### src/rtl/ring_split_pkg.sv
package ring_split_pkg;
  typedef enum logic [1:0] {
    ST_IDLE = 2'd0,
    ST_HEAD = 2'd1,
    ST_WRAP = 2'd2,
    ST_DONE = 2'd3
  } split_state_e;
endpackage

### src/rtl/ring_span_calc.sv
module ring_span_calc #(
  parameter int AW  = 32,
  parameter int QWB = 16
) (
  input  logic          clk,
  input  logic          rst,
  input  logic          load,
  input  logic [AW-1:0] addr,
  input  logic [AW-1:0] len,
  input  logic [AW-1:0] base,
  input  logic [AW-1:0] mask,
  output logic [AW-1:0] start_q,
  output logic [AW-1:0] head_q,
  output logic [AW-1:0] tail_q,
  output logic [AW-1:0] base_q,
  output logic          two_q
);
  localparam logic [AW-1:0] QW_INC = AW'(QWB);

  logic [AW-1:0] start_c, limit_c, end_c, head_c, tail_c;
  logic          cross_c;

  always_comb begin
    start_c = base + (addr & mask);
    limit_c = base + mask + QW_INC;
    end_c   = start_c + len;
    cross_c = (end_c >= limit_c);
    head_c  = cross_c ? (limit_c - start_c) : len;
    tail_c  = cross_c ? (len - head_c) : '0;
  end

  always_ff @(posedge clk) begin
    if (rst) begin
      start_q <= '0;
      head_q  <= '0;
      tail_q  <= '0;
      base_q  <= '0;
      two_q   <= 1'b0;
    end else if (load) begin
      start_q <= start_c;
      head_q  <= head_c;
      tail_q  <= tail_c;
      base_q  <= base;
      two_q   <= cross_c && (tail_c != '0);
    end
  end
endmodule

### src/rtl/ring_cmd_fsm.sv
module ring_cmd_fsm
  import ring_split_pkg::*;
(
  input  logic clk,
  input  logic rst,
  input  logic req_valid,
  input  logic cmd_ready,
  input  logic two,
  output logic req_ready,
  output logic load,
  output logic cmd_valid,
  output logic sel_wrap,
  output logic done
);
  split_state_e state_q, state_d;

  always_comb begin
    state_d = state_q;
    case (state_q)
      ST_IDLE: if (req_valid) state_d = ST_HEAD;
      ST_HEAD: if (cmd_ready) state_d = two ? ST_WRAP : ST_DONE;
      ST_WRAP: if (cmd_ready) state_d = ST_DONE;
      ST_DONE: state_d = ST_IDLE;
      default: state_d = ST_IDLE;
    endcase
  end

  always_ff @(posedge clk) begin
    if (rst) state_q <= ST_IDLE;
    else     state_q <= state_d;
  end

  assign req_ready = (state_q == ST_IDLE);
  assign load      = req_valid && req_ready;
  assign cmd_valid = (state_q == ST_HEAD) || (state_q == ST_WRAP);
  assign sel_wrap  = (state_q == ST_WRAP);
  assign done      = (state_q == ST_DONE);
endmodule

### src/rtl/ring_wr_split.sv
module ring_wr_split #(
  parameter int AW  = 32,
  parameter int QWB = 16
) (
  input  logic          clk,
  input  logic          rst,
  input  logic          req_valid,
  output logic          req_ready,
  input  logic [AW-1:0] req_addr,
  input  logic [AW-1:0] req_len,
  input  logic [AW-1:0] cfg_base,
  input  logic [AW-1:0] cfg_mask,
  output logic          cmd_valid,
  input  logic          cmd_ready,
  output logic [AW-1:0] cmd_addr,
  output logic [AW-1:0] cmd_len,
  output logic          done
);
  logic          load, sel_wrap, two;
  logic [AW-1:0] start_q, head_q, tail_q, base_q;

  ring_span_calc #(.AW(AW), .QWB(QWB)) u_calc (
    .clk(clk), .rst(rst), .load(load),
    .addr(req_addr), .len(req_len), .base(cfg_base), .mask(cfg_mask),
    .start_q(start_q), .head_q(head_q), .tail_q(tail_q),
    .base_q(base_q), .two_q(two)
  );

  ring_cmd_fsm u_fsm (
    .clk(clk), .rst(rst), .req_valid(req_valid), .cmd_ready(cmd_ready),
    .two(two), .req_ready(req_ready), .load(load), .cmd_valid(cmd_valid),
    .sel_wrap(sel_wrap), .done(done)
  );

  // The second piece always restarts at the captured ring base.
  assign cmd_addr = sel_wrap ? base_q : start_q;
  assign cmd_len  = sel_wrap ? tail_q : head_q;
endmodule

### config.mk
export PLATFORM = sky130hd
export DESIGN_NAME = ring_wr_split
export DESIGN_NICKNAME = d
export VERILOG_FILES = /design/src/rtl/ring_split_pkg.sv /design/src/rtl/ring_span_calc.sv /design/src/rtl/ring_cmd_fsm.sv /design/src/rtl/ring_wr_split.sv
export SDC_FILE = /design/constraint.sdc
export NUM_CORES = 1
export LEC_CHECK = 0
export BUFFER_PORTS_ARGS = -buffer_cell sky130_fd_sc_hd__buf_2
export CAP_MARGIN = 25
export CELL_PAD_IN_SITES_DETAIL_PLACEMENT = 1
export CELL_PAD_IN_SITES_GLOBAL_PLACEMENT = 2
export CORE_AREA = 2 2 224 226
export DETAILED_ROUTE_END_ITERATION = 16
export DIE_AREA = 0 0 226 228
export PLACE_DENSITY_LB_ADDON = 0.1
export SLEW_MARGIN = 20
export SYNTH_ARGS = -nofsm -noshare
export SYNTH_HDL_FRONTEND = slang
export SYNTH_SLANG_ARGS = --single-unit
### constraint.sdc
create_clock -name clk -period 11.7 [get_ports clk]
set_input_delay 1.755 -clock clk [delete_from_list [all_inputs] [get_ports clk]]
set_output_delay 1.755 -clock clk [all_outputs]
set_load 0.1 [all_outputs]
==> results by group <==
Layout
  – Non-Filler Instances: around 3000
  – P&R area growth vs syn: 22.08%
  – Leading cell type in the layout, fill and taps excluded: nand2_1
  – Layout cells sized above 1: between 20% and 30%
  – Layout Nets: 2650
  – Commonest non-fill, non-tap cells in the layout: 230 x nand2_1, 208 x ha_1, 197 x buf_2

Floorplanning
  – Height of the die: roughly 230 um
  – I/O pin cnt: between 150 and 200
  – Rows: 82
  – Full die area: 0.05153 sq mm
  – Die extent in x: 226 um
  – Core Box Area: 0.04935 sq mm
  – Initial core utilization: 31.42%

Timing
  – Max Fclk: ~90 MHz
  – Final-report hold violation count: 0
  – Final Cycle Share: a little over nine tenths
  – Finish-stage setup viols: 0
  – Worst-Margin Slew: between 1 and 1.5 ns
  – Minimum clock period: 11.14 ns
  – Setup ws final: roughly 0.56 ns
  – Slew headroom: a little under a third
  – Final Skew: around 0.0050 ns
  – Slew Limit Fails: 0

Routing
  – DRT Pass-1 Iters: 4
  – Initial DRC Count: between 500 and 600
  – Routed Antenna Nets: 0
  – Drt drc: 0
  – Via count: about 15000
  – Vias per cell: approximately 5.2
  – Drt wl/cell: ~19 um
  – Drt total wl: 55670 um

Logic synthesis
  – Syn Nets: roughly 2400
  – Sequential area share after synthesis: 16.92%
  – Post-synth ARST share: 0%
  – Top cells by area, synth: dfxtp_1 17%, ha_1 17%, a21oi_1 6.3%
  – Syn avg cell area: approximately 7.7 sq um
  – EDFF count, synth: 0
  – Post-synthesis cell count: between 2000 and 2500
  – Yosys top cell area share: between 10% and 20%
  – Yosys warning count: 0
  – Mapped Area: about 0.016 sq mm
  – Top FF cell, synth: dfxtp_1
  – Synth cell types: between 100 and 150
  – Synth area leader: dfxtp_1
  – Synthesized flop and latch total: 131

Pwr
  – Peak supply drop: about 0.16 mV
  – Seq pwr share: 10.7%
  – P_int: approximately 2.8 mW
  – Final Total Pwr: roughly 6.3 mW
  – Sw power: ~3.5 mW
  – Switching Share: between 50% and 60%
  – Leakage power: roughly 8.7 nW
  – Combinational power share: between 80% and 90%
  – Power per cell area: about 330 mW/mm^2
  – Clock network fraction of total power: under 10%

GRT
  – Congestion Overflow GR: 0
  – Vias in the first global route: between 15000 and 20000
  – Total track usage: roughly 22%
  – Antenna violations before repair: 2
  – Largest net degree at the start of global routing: 74
  – First-pass GRT wire length: 87390 um

Status
  – Status: finished, final reports clean

Critical path
  – Worst Setup EP: u_calc.two_q
  – Register-to-register setup slack: ~8.6 ns
  – Setup crit end kind: register
  – Crit Path Class: primary input to register
  – CP max FO: 6
  – Reg2Reg Depth: 7
  – Most used cell along the critical path: buf_4
  – Worst Path Required: around 12 ns
  – Worst r2r src: u_fsm.state_q[0]
  – CP max stage delay: ~0.54 ns
  – Reg2reg end: u_calc.tail_q[7]
  – Worst EP arrival: roughly 12 ns
  – Critical Path Start Type: primary input
  – CP max-delay cell: or4_1
  – Crit path launch: cfg_mask[0]

Clock network
  – Clk sink count: approximately 130
  – Num CTS Buffers: 17
  – Root buf cell: clkbuf_16
  – Max Root-Sink Buffers: 2
  – CTS clk-pin slew, worst paths: around 0.050 ns
  – CTS tree: built
  – Clock Latency Late Sink: 0.48 ns
  – Number of H-tree levels: 4
  – CTS Hold Bufs: 0

Placement
  – Final Wtd Congestion: between 0.8 and 0.9
  – Placed insts: ~3000
  – Dpl ws: -0.5569 ns
  – DP HPWL: ~45000 um
  – Number of port buffers: just under 200

Hold path
  – Worst Hold Class: register to register
  – Hold depth: 2

Run
  – Max_cap viols: 0
==> Yosys cell counts, types with 9 or more instances <==
library cell  instances
o21ai_0              81
nor2b_1              22
a21o_1               39
mux2_2               64
and2_1               51
a211o_1              11
nor2_1              173
inv_1               124
buf_1                 9
ha_1                209
nand4_1              12
nor3_1               59
a21oi_1             195
and3_1               19
a22oi_1              15
nand2_1             232
a211oi_1             39
xor2_1               49
dfxtp_1             131
xnor2_1              80
clkbuf_1             61
nand3_1              35
nand2b_1             19
o21a_1               23
o31ai_1              10
or3_1                14
a31oi_1              10
o211ai_1             18
a21boi_0              9
o21bai_1             23
==> per-layer routing <==
layer | GRT usage, % | up-vias | part of all wire, %
li1 | - | 7818 | -
met1 | 32.53 | 7428 | 54
met2 | 32.10 | 188 | 42
met3 | 2.950 | 28 | 2.9
met4 | 5.691 | 0 | 1.2
met5 | 0 | - | 0
==> power by group through the flow <==
stage	clock (mW)	sequential, mW	combinational [mW]
after floorplan	0	0.652	3.52
after global placement	0	0.672	4.88
after detailed placement	0	0.679	4.96
after CTS	0.567	0.671	4.99
after global routing	0.583	0.689	5.53
final	0.546	0.670	5.07
==> worst max-delay path, delay by kind of cell <==
kind / cells / cell delay [ns]
AO/OA/AOI/OAI: 25 / 4.40
adder cells (fa/ha/maj): 6 / 1.89
AND/OR/NAND/NOR: 10 / 2.10
buffers and inverters: 7 / 0.94
XOR/XNOR: 3 / 0.40
==> worst min path at each step <==
stage | start | end | slack (ns)
6_report | u_calc.head_q[21] | u_calc.head_q[21] | 0.45
5_1_grt | u_calc.base_q[9] | u_calc.base_q[9] | 0.48
4_1_cts | u_calc.base_q[19] | u_calc.base_q[19] | 0.46
3_5_place_dp | u_calc.tail_q[4] | u_calc.tail_q[4] | 0.45
3_3_place_gp | u_calc.tail_q[3] | u_calc.tail_q[3] | 0.44
2_1_floorplan | u_calc.tail_q[26] | u_calc.tail_q[26] | 0.43
==> registers in the layout, indices dropped and copies added (netlist names) <==
| register | cells |
|---|---|
| u_calc.base_q | 32 |
| u_calc.head_q | 32 |
| u_calc.start_q | 32 |
| u_calc.tail_q | 32 |
| u_fsm.state_q | 2 |
| u_calc.two_q | 1 |
==> layout make-up <==
class	instances	area, sq um
multi-input cells	1693	12380
clock inverters	9	106.4
repair buffers	337	2037
flip-flops and latches	131	2623
fillers	6061	30420
clock buffers	21	470.5
diodes	2	5.005
well taps	672	840.8
inverters	124	465.4
==> kinds of logic (layout without fill, tap and decap cells) <==
group / after synthesis / count (layout) / synth area share (%)
xor+xnor: 140 / 140 / 8.732
compound gates: 578 / 578 / 25.39
buf+inv: 202 / 491 / 4.955
simple gates: 677 / 677 / 20.51
fa+ha+maj: 225 / 225 / 18.26
other cells: 0 / 2 / 0
flops: 131 / 131 / 16.92
mux: 73 / 73 / 5.238
==> per-stage QoR <==
stage / setup TNS (ns) / util [%] / instance area [sq um] / hold WS [ns]
final: 0 / 38.35 / 18930 / 0.4501
after global routing: -0.05813 / 38.35 / 18920 / 0.4750
after CTS: 0 / 37.89 / 18700 / 0.4552
after detailed placement: -1.809 / 36.70 / 18110 / 0.4464
after global placement: -0.2162 / 36.70 / 18110 / 0.4354
after floorplan: 0 / - / 15590 / 0.4284
==> repair_timing <==
action                     CTS  global route
setup endpoints to repair    1            12
resized for setup            3            39
hold endpoints to repair     0             0
buffers inserted             0             8
pin swaps                    0            29
Note: power is estimated with default switching activity, not from simulation.
